==> src/rtl/devtime_pkg.sv <==
package devtime_pkg;
  localparam int TIME_W = 64;
  localparam int OP_W   = 2;

  typedef enum logic [OP_W-1:0] {
    OP_LOAD_NOW = 2'd0,
    OP_LOAD_PPS = 2'd1,
    OP_READ     = 2'd2,
    OP_NOP      = 2'd3
  } time_op_e;
endpackage

==> src/rtl/dt_pps_edge.sv <==
module dt_pps_edge #(
  parameter int STAGES = 2
) (
  input  logic clk,
  input  logic rst,
  input  logic pps_async,
  output logic rise_o
);
  localparam int CHAIN_W = STAGES + 1;

  logic [CHAIN_W-1:0] chain_q;

  always_ff @(posedge clk) begin
    if (rst) chain_q <= '0;
    else     chain_q <= {chain_q[CHAIN_W-2:0], pps_async};
  end

  // newest synchronized level high, one older low
  assign rise_o = chain_q[STAGES-1] & ~chain_q[STAGES];
endmodule

==> src/rtl/dt_counter.sv <==
module dt_counter #(
  parameter int TW = 64
) (
  input  logic          clk,
  input  logic          rst,
  input  logic          load_now,
  input  logic          arm_pps,
  input  logic [TW-1:0] value,
  input  logic          pps_rise,
  output logic [TW-1:0] time_q,
  output logic [TW-1:0] time_d,
  output logic          armed_q,
  output logic [TW-1:0] arm_val_q
);
  logic pps_load;
  logic armed_d;

  assign pps_load = armed_q & pps_rise;

  always_comb begin
    if (load_now)      time_d = value;
    else if (pps_load) time_d = arm_val_q;
    else               time_d = time_q + TW'(1);
  end

  always_comb begin
    if (arm_pps)                    armed_d = 1'b1;
    else if (load_now || pps_load)  armed_d = 1'b0;
    else                            armed_d = armed_q;
  end

  always_ff @(posedge clk) begin
    if (rst) begin
      time_q    <= '0;
      armed_q   <= 1'b0;
      arm_val_q <= '0;
    end else begin
      time_q  <= time_d;
      armed_q <= armed_d;
      if (arm_pps) arm_val_q <= value;
    end
  end
endmodule

==> src/rtl/dt_release.sv <==
module dt_release #(
  parameter int TW = 64
) (
  input  logic          clk,
  input  logic          rst,
  input  logic [TW-1:0] time_d,
  input  logic          offer,
  input  logic [TW-1:0] offer_ts,
  output logic          free_o,
  output logic          go_q,
  output logic          late_q
);
  logic          pending_q;
  logic [TW-1:0] ts_q;
  logic          take;

  assign free_o = ~pending_q;
  assign take   = offer & ~pending_q;

  always_ff @(posedge clk) begin
    if (rst) begin
      pending_q <= 1'b0;
      ts_q      <= '0;
      go_q      <= 1'b0;
      late_q    <= 1'b0;
    end else begin
      go_q   <= 1'b0;
      late_q <= 1'b0;
      if (take) begin
        ts_q <= offer_ts;
        if (offer_ts <= time_d) begin
          go_q   <= 1'b1;
          late_q <= offer_ts < time_d;
        end else begin
          pending_q <= 1'b1;
        end
      end else if (pending_q && time_d >= ts_q) begin
        go_q      <= 1'b1;
        pending_q <= 1'b0;
      end
    end
  end
endmodule

==> src/rtl/devtime_sched.sv <==
module devtime_sched
  import devtime_pkg::*;
#(
  parameter int TW          = TIME_W,
  parameter int SYNC_STAGES = 2
) (
  input  logic          clk,
  input  logic          rst,
  input  logic          cmd_valid,
  output logic          cmd_ready,
  input  logic [1:0]    cmd_op,
  input  logic [TW-1:0] cmd_value,
  input  logic          pps_in,
  output logic          rd_valid,
  output logic [TW-1:0] rd_data,
  output logic [TW-1:0] time_now,
  input  logic          burst_valid,
  output logic          burst_ready,
  input  logic [TW-1:0] burst_ts,
  output logic          burst_go,
  output logic          burst_late
);
  logic          ready_q;
  logic          fire;
  time_op_e      op;
  logic          pps_rise;
  logic [TW-1:0] time_q, time_d, arm_val;
  logic          armed;

  assign op        = time_op_e'(cmd_op);
  assign fire      = cmd_valid & ready_q;
  assign cmd_ready = ready_q;
  assign time_now  = time_q;

  always_ff @(posedge clk) begin
    if (rst) ready_q <= 1'b0;
    else     ready_q <= 1'b1;
  end

  dt_pps_edge #(.STAGES(SYNC_STAGES)) u_pps (
    .clk(clk), .rst(rst), .pps_async(pps_in), .rise_o(pps_rise)
  );

  dt_counter #(.TW(TW)) u_cnt (
    .clk(clk), .rst(rst),
    .load_now(fire && op == OP_LOAD_NOW),
    .arm_pps(fire && op == OP_LOAD_PPS),
    .value(cmd_value), .pps_rise(pps_rise),
    .time_q(time_q), .time_d(time_d),
    .armed_q(armed), .arm_val_q(arm_val)
  );

  always_ff @(posedge clk) begin
    if (rst) begin
      rd_valid <= 1'b0;
      rd_data  <= '0;
    end else begin
      rd_valid <= fire && op == OP_READ;
      if (fire && op == OP_READ) rd_data <= time_q;
    end
  end

  dt_release #(.TW(TW)) u_rel (
    .clk(clk), .rst(rst), .time_d(time_d),
    .offer(burst_valid), .offer_ts(burst_ts),
    .free_o(burst_ready), .go_q(burst_go), .late_q(burst_late)
  );
endmodule

==> config.mk <==
export PLATFORM = sky130hd
export DESIGN_NAME = devtime_sched
export DESIGN_NICKNAME = d
export VERILOG_FILES = /design/src/rtl/devtime_pkg.sv /design/src/rtl/dt_pps_edge.sv /design/src/rtl/dt_counter.sv /design/src/rtl/dt_release.sv /design/src/rtl/devtime_sched.sv
export SDC_FILE = /design/constraint.sdc
export NUM_CORES = 1
export LEC_CHECK = 0
export ABC_CLOCK_PERIOD_IN_PS = 5000
export BUFFER_PORTS_ARGS = -buffer_cell sky130_fd_sc_hd__buf_2
export CORE_MARGIN = 3
export CORE_UTILIZATION = 50
export DETAILED_ROUTE_END_ITERATION = 8
export PLACE_DENSITY = 0.72
export RECOVER_POWER = 25
export SYNTH_ARGS = -nofsm -noshare
export SYNTH_HDL_FRONTEND = slang
export SYNTH_HIERARCHICAL = 1
export SYNTH_SLANG_ARGS = --single-unit
==> constraint.sdc <==
create_clock -name clk -period 5 [get_ports clk]
set_input_delay 0.75 -clock clk [delete_from_list [all_inputs] [get_ports clk]]
set_output_delay 0.75 -clock clk [all_outputs]
set_load 0.03 [all_outputs]
Word level (Yosys, flattened, before mapping)
Index checks and enable logic that the tools add are counted.
- multiplexer cells: 11
- equal/unequal tests: 3
- reductions and logical operators: 10
- add/subtract/negate cells: 1
- order comparisons: 3
- bitwise logic cells: 8
- operator list (operator ; number):
    64-bit 2-to-1 mux ; 2
    64-bit by 1-bit adder with 64-bit output (second input constant) ; 1
    64-bit >= comparator ; 1
    64-bit less-or-equal comparator ; 1
    64-bit less-than comparator ; 1
    1-bit 2-to-1 mux ; 9
    1-bit AND ; 4
    1-bit logical AND ; 4
    1-bit NOT ; 4
    2-bit nonzero test ; 2
    3-bit OR reduction ; 1
    2-bit by 1-bit equality test with 1-bit output (second input constant) ; 1
    2-bit equality test (second input constant) ; 1
    2-bit logical NOT ; 1
    2-bit != test (second input constant) ; 1
    2-bit AND reduction ; 1
    1-bit logical OR ; 1
- flip-flop bits (word level): 265
- output and inout port bits: 133
- bits of input ports: 135

Depth between registers and ports, before layout
Gate-level depths: netlist of run 1.
- depth in word-level cells: 9
- depth in mapped cells: 18
- mapped depth without buffers: 17

Modules after synthesis
The synthesis of run 1 kept the hierarchy.
- by module, submodules not included (module ; times used ; seq. area each (µm²) ; area an instance (µm²) ; cells an instance):
    dt_counter ; 1 ; 2582.5 ; 7051.8 ; 892
    dt_release ; 1 ; 1341.3 ; 5437.7 ; 746
    devtime_sched ; 1 ; 1321.3 ; 2935.3 ; 286
    dt_pps_edge ; 1 ; 60.1 ; 87.6 ; 7

Least setup slack after synthesis of run 1
OpenSTA, ideal clock, no wires.
- path type: register -> register
- from: register u_cnt.time_q[0]
- to: register u_rel.pending_q
- clock period less this slack: 4.084 ns
- slack: 0.916 ns
- data required time: 4.868 ns
- path buffers: 0
- cell stages (with the launch flop): 18
- arrival time: 3.952 ns
- path through: dfxtp_1 ha_1 nand4_1 nor4_1 nand2_1 or4_1 xor2_1 a211oi_1 inv_1 ha_1 nand2_1 o21ai_0 a221oi_1 o21ai_0 a221oi_1 o221ai_2 o21ai_1 o32ai_2
- longest elaborated chain between the ends: 7
- elaborated cells between the ends (all ways): 9
- classes of those cells: add/sub: 1; order compare: 2; eq/ne: 1; mux: 2; reduce/logical: 3
- RTL lines (item ; line ; RTL):
    start: declaration ; dt_counter.sv:10 ; output logic [TW-1:0] time_q,
    start signal: assignment ; dt_counter.sv:38 ; time_q <= time_d;
    64-bit by 1-bit adder with 64-bit output (*) ; dt_counter.sv:23 ; else time_d = time_q + TW'(1);
    64-bit 2-to-1 mux (*) ; dt_counter.sv:22 ; else if (pps_load) time_d = arm_val_q;
    64-bit 2-to-1 mux (*) ; dt_counter.sv:21 ; if (load_now) time_d = value;
    named net time_d[34] ; devtime_sched.sv:27 ; logic [TW-1:0] time_q, time_d, arm_val;
    64-bit >= comparator ; dt_release.sv:37 ; end else if (pending_q && time_d >= ts_q) begin
    1-bit logical AND ; dt_release.sv:37 ;
    2-bit nonzero test (no line) ; - ;
    2-bit AND reduction (no line) (*) ; - ;
    end signal: assignment ; dt_release.sv:22 ; pending_q <= 1'b0;
    end signal: assignment ; dt_release.sv:35 ; pending_q <= 1'b1;
    end signal: assignment ; dt_release.sv:39 ; pending_q <= 1'b0;
    end: declaration ; dt_release.sv:13 ; logic pending_q;
The timed path passes the listed nets; every way through them passes the cells marked *.
A chain may end at the register's enable or synchronous reset.

Worst setup path after layout of run 1
- from: register u_cnt.time_q[27]
- to: register u_rel.pending_q
The elaborated chain is that of the path after synthesis.

==> results by group, run 1 <==
Run status
  – Outcome: finished with violations
  – Failing checks: capacitance limit, slew limit

Worst setup path
  – Startpoint Class: flip-flop
  – Worst setup path end: u_rel/pending_q$_SDFFE_PP0P_
  – Critical R2R Capture: u_rel/pending_q$_SDFFE_PP0P_
  – Crit Path Class: flip-flop to flip-flop
  – Internal reg-to-reg setup slack: 0.34 ns
  – Worst-path maximum fanout: 8
  – CP required: approximately 5.4 ns
  – Critical path arrival: 5.10 ns
  – R2R cell count: 15
  – Crit Reg-Reg Startpoint: u_cnt/time_q[27]$_SDFF_PP0_
  – CP Capture Type: flip-flop
  – Critical path origin: u_cnt/time_q[27]$_SDFF_PP0_

Clock tree
  – Clock Pin Slew Worst Setup and Hold Paths: 0.06 ns
  – CTS tree: done
  – CTS max path bufs: 3
  – Hold Buf Count CTS: 0
  – Worst-skew pair later-pin latency: ~0.56 ns
  – CTS buffer count: 29
  – # H-tree levels: 1
  – Sink Count: 265
  – Root Driver: clkbuf_16

Timing
  – Hold Vio Cnt, Final: 0
  – Max Clk Rate: 0.2147 GHz
  – Post-route clock period utilization: 93.17%
  – Worst-Margin Slew: 2.733 ns
  – Min Tclk post-route: ~4.7 ns
  – Max-slew headroom: -82.19%
  – RSZ-0062 raised after global routing: no
  – Finish-stage setup viols: 0
  – Fin Setup TNS: 0 ns
  – Worst clock skew: 0.01686 ns
  – Hold Slack: 0.4304 ns
  – Slew Limit Fails: approximately 180

Yosys
  – FFs w/ async S/R, synth: 0%
  – Seq/Total Area, Yosys: 34.20%
  – Syn Area/Cell: 8.033 um^2
  – Post-Syn Area: roughly 16000 um^2
  – Syn_nets: roughly 2200
  – EDFF count, synth: 0
  – YS warnings: 6
  – Primary FF master, synth: dfxtp_1
  – Library cells used by synthesis: just over 70
  – Cell count after synthesis: 1931
  – Synth Register Bits: about 270

Final layout
  – Layout cells sized above 1: 16.66%
  – Final cell count without fillers: around 2600
  – # nets final: 2423
  – Finished Core Util: approximately three fifths
  – Syn-to-layout area delta: 16.51%

Place
  – GPL Wtd Cong: 0.9313
  – PortBufs: 267
  – Detail Placement HPWL: 36040 um
  – Placed insts: 2518

Detailed routing
  – TritonRoute pass-1 iters: 5
  – Vias per cell: around 5.6
  – Routed WL: about 48000 um
  – Drt drc: 0
  – DRT antenna net count: 0
  – Initial drt markers: 1302
  – Routed length per placed instance: 18.70 um
  – Via Count: 14463

Floorplan
  – Die Wd: 182.1 um
  – Row count: 63
  – Initial core utilization: 51.52%
  – Core area: 30110 um^2
  – Die footprint: approximately 33000 um^2
  – Chip height: 182.1 um
  – I/O pins: around 270

Global routing
  – GRT Util Overall: 27.62%
  – First-pass GRT wire length: 74600 um
  – Vias in the first global route: 13616
  – Residual overflow from global routing: 0
  – Initial antenna violation count: 2
  – Largest net degree at the start of global routing: 140

Run
  – Max Cap Viol: 2

Power and ir drop
  – Maximum vdd drop: 0.2437 mV
  – Pwr per Cell Area: 287.5 nW/um^2
  – Static Leak: 0.007469 uW

Min path
  – Min-delay src: pps_in
  – Worst hold path type: primary input to flip-flop
## cells in the final DEF (no fill, tap or decap), drive strengths merged, types with 7 or more instances in the layout
cell type	Yosys	routed
and3	8	8
a21oi	155	155
a211oi	13	13
nor2	156	156
mux2i	134	134
nand3b	7	7
o21ai	59	59
a21o	8	8
o31a	9	9
nor2b	36	36
nand3	48	48
nand2	276	276
o22ai	7	7
o221ai	8	8
inv	143	144
a31oi	8	8
dfxtp	265	265
nor3	33	33
clkbuf	80	49
buf	20	289
and2	7	7
clkinv	0	7
nor3b	7	7
xor2	18	18
ha	129	129
xnor2	25	25
a211o	7	7
nand4	48	48
nand2b	131	131
nor4	29	29
or3	10	10
## repair_timing
| item | CTS | global route |
|---|---|---|
| gates resized for setup | 0 | 1 |
| setup endpoints to repair | 0 | 1 |
| setup buffers | 0 | 0 |
## through the flow
| stage | setup WS [ns] | instance area [um^2] | total power (uW) |
|---|---|---|---|
| 3_5_place_dp | 0.4087 | 17150 | 3095 |
| 6_report | 0.3414 | 18070 | 5197 |
| 2_1_floorplan | 0.9158 | 15510 | 2813 |
| 3_3_place_gp | 0.3932 | 17150 | 3068 |
| 4_1_cts | 0.3568 | 18090 | 5208 |
| 5_1_grt | 0.05432 | 18070 | 5414 |
## registers in the layout (all words and copies together), names as in the netlist
signal and cells:
rd_valid 1, u_cnt/armed_q 1, u_rel/ts_q 64, rd_data 64, u_rel/pending_q 1, u_rel/go_q 1, u_cnt/time_q 64, u_pps/chain_q 3
u_rel/late_q 1, u_cnt/arm_val_q 64, cmd_ready 1
## critical path, cell delays in order (launching register included)
cell and delay (ns):
dfxtp_1 0.50, nand4_2 0.28, nor4_1 0.75, nand4b_1 0.33, nor3_1 0.26, xnor2_1 0.16, o21ai_0 0.39, inv_1 0.10
ha_1 0.29, nand4_1 0.12, or3_4 0.44, nor4_1 0.27, nand2_1 0.12, o221ai_2 0.17, o21ai_1 0.13, o32ai_2 0.21
## cell usage after synthesis, drive strengths merged (3+ instances only)
cell	n	area, um^2
a211o	7	61.31
nor4	29	217.7
o221ai	8	76.32
a31oi	8	50.05
nand2	276	1036
a21o	8	60.06
and4	4	35.03
o22ai	7	43.79
xor2	18	157.7
o211ai	4	30.03
a221oi	6	52.55
dfxtp	265	5305
or3	10	72.57
clkbuf	80	311.5
nand4	48	321.6
nand3b	7	52.55
nor3b	7	52.55
and3	8	51.30
and2	7	43.79
or4	5	41.29
inv	143	536.8
mux2i	134	1341
a21oi	155	775.7
nor3	33	191.4
o31a	9	80.08
nand3	48	252.8
nand2b	131	819.5
xnor2	25	219.0
o21ai	59	295.3
nor2b	36	227.7
buf	20	142.6
ha	129	1614
o31ai	6	45.04
a2111oi	3	32.53
nor2	156	585.6
a211oi	13	97.59
## report_power, final
group	internal (uW)	leakage, uW	switching (uW)
Clock	1250	0.000468	881
Sequential	2190	0.00215	65.6
Combinational	312	0.00485	503
## how the worst min path moves through the flow
stage                                        endpoint  cells past startpoint  slack [ns]
final                     u_pps/chain_q[0]$_SDFF_PP0_                      2        0.43
after floorplan           u_pps/chain_q[1]$_SDFF_PP0_                      1        0.41
after detailed placement   u_rel/ts_q[6]$_SDFFE_PP0P_                      2        0.45
after CTS                 u_pps/chain_q[0]$_SDFF_PP0_                      2        0.42
after global routing       u_rel/ts_q[9]$_SDFFE_PP0P_                      3        0.43
after global placement    u_pps/chain_q[1]$_SDFF_PP0_                      1        0.44
## area by class of cell
cell class	count	area, um^2
sequential	265	5305
clock buffer	41	830.8
timing repair buffer	297	1562
tap	390	488.0
multi-input combinational	1423	9245
inverter	143	536.8
antenna	1	2.502
clock inverter	10	103.9
fill	2751	12040
## per-layer routing
layer | track usage (%) | vias up | wire (um)
met5 | 0 | - | 10
met4 | 7.861 | 2 | 1344
met3 | 4.844 | 73 | 3893
met2 | 41.60 | 557 | 20720
met1 | 40.57 | 6770 | 22080
li1 | - | 7061 | -
## cells by family (layout without fill, tap and decap cells)
kind of cell	count (synthesis)	in the layout	synth area share, %
AOI/OAI and AO/OA	305	305	11.70
other	0	1	0
muxes	134	134	8.647
adders and majority gates	129	129	10.40
DFF	265	265	34.20
buffers and inverters	243	491	6.388
and+or+nand+nor	812	812	26.23
xor gates and xnor gates	43	43	2.428
Note: power is estimated with default switching activity, not from simulation.
==> inputs of run 2 (changes only) <==
- BUFFER_PORTS_ARGS: -buffer_cell sky130_fd_sc_hd__buf_2 -> unset
- CORE_UTILIZATION: 50 -> 40
- DONT_BUFFER_PORTS: unset -> 1
- PLACE_DENSITY: 0.72 -> unset
==> run 2 against run 1 <==
  * The run still ends with capacitance limit, slew limit left
  * Critical path depth is 1 higher
  * Cell area fell by 4.1%
  * Clock power up 2%
  * Power is 1.5% lower
  * Sequential power barely moved
  * Register-to-register slack worse by 0.12 ns
  * Count of clock-buffer cells in the layout is 3 higher
  * Setup slack worse by 0.12 ns
  * Hold slack worse by 0.12 ns
  * Flip-flop and latch count did not move
==> results by group, run 2 (synthesis results as in run 1) <==
Floorplan
  – Initial core utilization: just over 40%
  – Die footprint: 41180 um^2
  – I/O pins: approximately 270
  – Core area: 37930 um^2
  – Row count: between 70 and 80
  – Die Wd: between 200 and 250 um
  – Chip height: 202.9 um

Detailed routing
  – Initial drt markers: 1225
  – Vias per cell: 5.420
  – TritonRoute pass-1 iters: 5
  – DRT antenna net count: 0
  – Routed WL: between 50000 and 60000 um
  – Drt drc: 0
  – Routed length per placed instance: 20.38 um
  – Via Count: 13458

Clock tree
  – # H-tree levels: 1
  – Sink Count: 265
  – Hold Buf Count CTS: 0
  – Worst-skew pair later-pin latency: 0.57 ns
  – CTS buffer count: 30
  – CTS max path bufs: 3
  – Root Driver: clkbuf_16
  – Clock Pin Slew Worst Setup and Hold Paths: 0.06 ns
  – CTS tree: done

Worst setup path
  – Startpoint Class: flip-flop
  – Slowest stage cell on the critical path: or4_1
  – CP required: 5.47 ns
  – Critical path arrival: 5.24 ns
  – Crit Path Class: flip-flop to flip-flop
  – Worst-path maximum fanout: 6
  – Top cell family by delay on the critical path: simple AND/OR/NAND/NOR gates
  – Max incr delay on CP: 0.67 ns
  – Buf/Inv on CP: 2
  – Cell breakdown of the critical path: clkbuf_1 -> and4_1 -> nand3_1 -> or4_1 -> o31a_1 -> o21ai_1 -> nand3_1 -> inv_1 -> ha_1 -> nand4_1 -> or3_4 -> nor4_1 -> nand2_1 -> o221ai_2 -> o21ai_1 -> a32o_1
  – CP Capture Type: flip-flop

Timing
  – Post-route clock period utilization: 95.53%
  – Max Clk Rate: between 0.2 and 0.25 GHz
  – Max-slew headroom: -15.02%
  – Worst clock skew: about 0.015 ns
  – Hold Vio Cnt, Final: 0
  – Worst-Margin Slew: 1.724 ns
  – Slew Limit Fails: 31
  – Fin Setup TNS: 0 ns
  – Finish-stage setup viols: 0
  – RSZ-0062 raised after global routing: no
  – Min Tclk post-route: between 4 and 5 ns

Final layout
  – # nets final: 2213
  – Finished Core Util: 45.71%
  – Reg area: 5305 um^2
  – Fin area: 17340 um^2
  – Commonest non-fill, non-tap cell in the layout: nand2_1
  – Area of the multi-input gates: 9243 um^2
  – FILL cells: 3753
  – Commonest non-fill, non-tap cells in the layout: nand2_1, dfxtp_1, nor2_1
  – Layout cells sized above 1: 7.563%
  – Syn-to-layout area delta: 11.78%

Global routing
  – Residual overflow from global routing: 0
  – Initial antenna violation count: 1
  – Vias in the first global route: 12752
  – First-pass GRT wire length: between 70000 and 80000 um
  – Largest net degree at the start of global routing: 332
  – GRT Util Overall: 23.45%

Place
  – Area after DPL: 16400 um^2
  – GPL Wtd Cong: 0.9265
  – PortBufs: 0
  – Detail Placement HPWL: about 38000 um

Run status
  – Outcome: finished with violations
  – Failing checks: capacitance limit, slew limit

Power and ir drop
  – Static Leak: 0.006530 uW
  – Maximum vdd drop: 0.2308 mV
  – Pwr per Cell Area: 295.1 nW/um^2
  – Final Power: 5118 uW

Min path
  – Worst hold path type: primary input to flip-flop

Run
  – Max Cap Viol: 1
==> run 2: layout make-up <==
| type | instances | share of cell area (%) |
|---|---|---|
| multi-input cells | 1423 | 53.31 |
| flip-flops and latches | 265 | 30.60 |
| clock buffers | 44 | 4.929 |
| repair buffers | 86 | 3.810 |
| well taps | 511 | 3.687 |
| inverters | 143 | 3.096 |
| clock inverters | 9 | 0.5484 |
| diodes | 2 | 0.02886 |
==> run 2: worst register-to-register path, delay by kind of cell, from the launching register on <==
| kind | cells | cell delay [ns] |
|---|---|---|
| adders and majority gates | 1 | 0.17 |
| AOI/OAI and AO/OA | 5 | 1.10 |
| buffers and inverters | 2 | 0.65 |
| and+or+nand+nor | 8 | 2.43 |
| DFF | 1 | 0.30 |
==> run 2: metal layers <==
layer / global-route usage (%) / routed length [um] / vias up
met5: 0 / 0 / -
met4: 5.518 / 1096 / 0
met3: 6.510 / 4908 / 58
met2: 34.92 / 21280 / 472
met1: 33.64 / 23330 / 6281
li1: - / - / 6647
==> run 2: repair_timing <==
item	4_1_cts	5_1_grt
endpoints found under the setup margin	0	2
resized for setup	0	2
setup buffers	0	0
==> run 2: worst paths after layout <==
kind / startpoint / end / slack [ns] / cells after the start
max: u_cnt/time_q[54]$_SDFF_PP0_ / u_rel/go_q$_SDFF_PP0_ / 0.22 / 16
min: burst_ts[62] / u_rel/ts_q[62]$_SDFFE_PP0P_ / 0.31 / 2
max reg2reg: u_cnt/time_q[54]$_SDFF_PP0_ / u_rel/go_q$_SDFF_PP0_ / 0.22 / 16
min reg2reg: u_pps/chain_q[0]$_SDFF_PP0_ / u_pps/chain_q[1]$_SDFF_PP0_ / 0.45 / 1
==> run 2: power breakdown <==
group,total [uW],internal (uW),switching [uW]
registers,2240,2190,58.3
logic,701,275,426
clock network,2170,1270,897
==> run 2: metrics by stage <==
stage | hold WS [ns] | worst slack (ns) | instances
2_1_floorplan | 0.4138 | 0.9158 | 1931
3_3_place_gp | 0.4413 | 0.3072 | 2428
3_5_place_dp | 0.4425 | 0.2624 | 2428
4_1_cts | 0.2510 | 0.2592 | 2481
5_1_grt | 0.2466 | 0.03099 | 2481
6_report | 0.3058 | 0.2235 | 2483
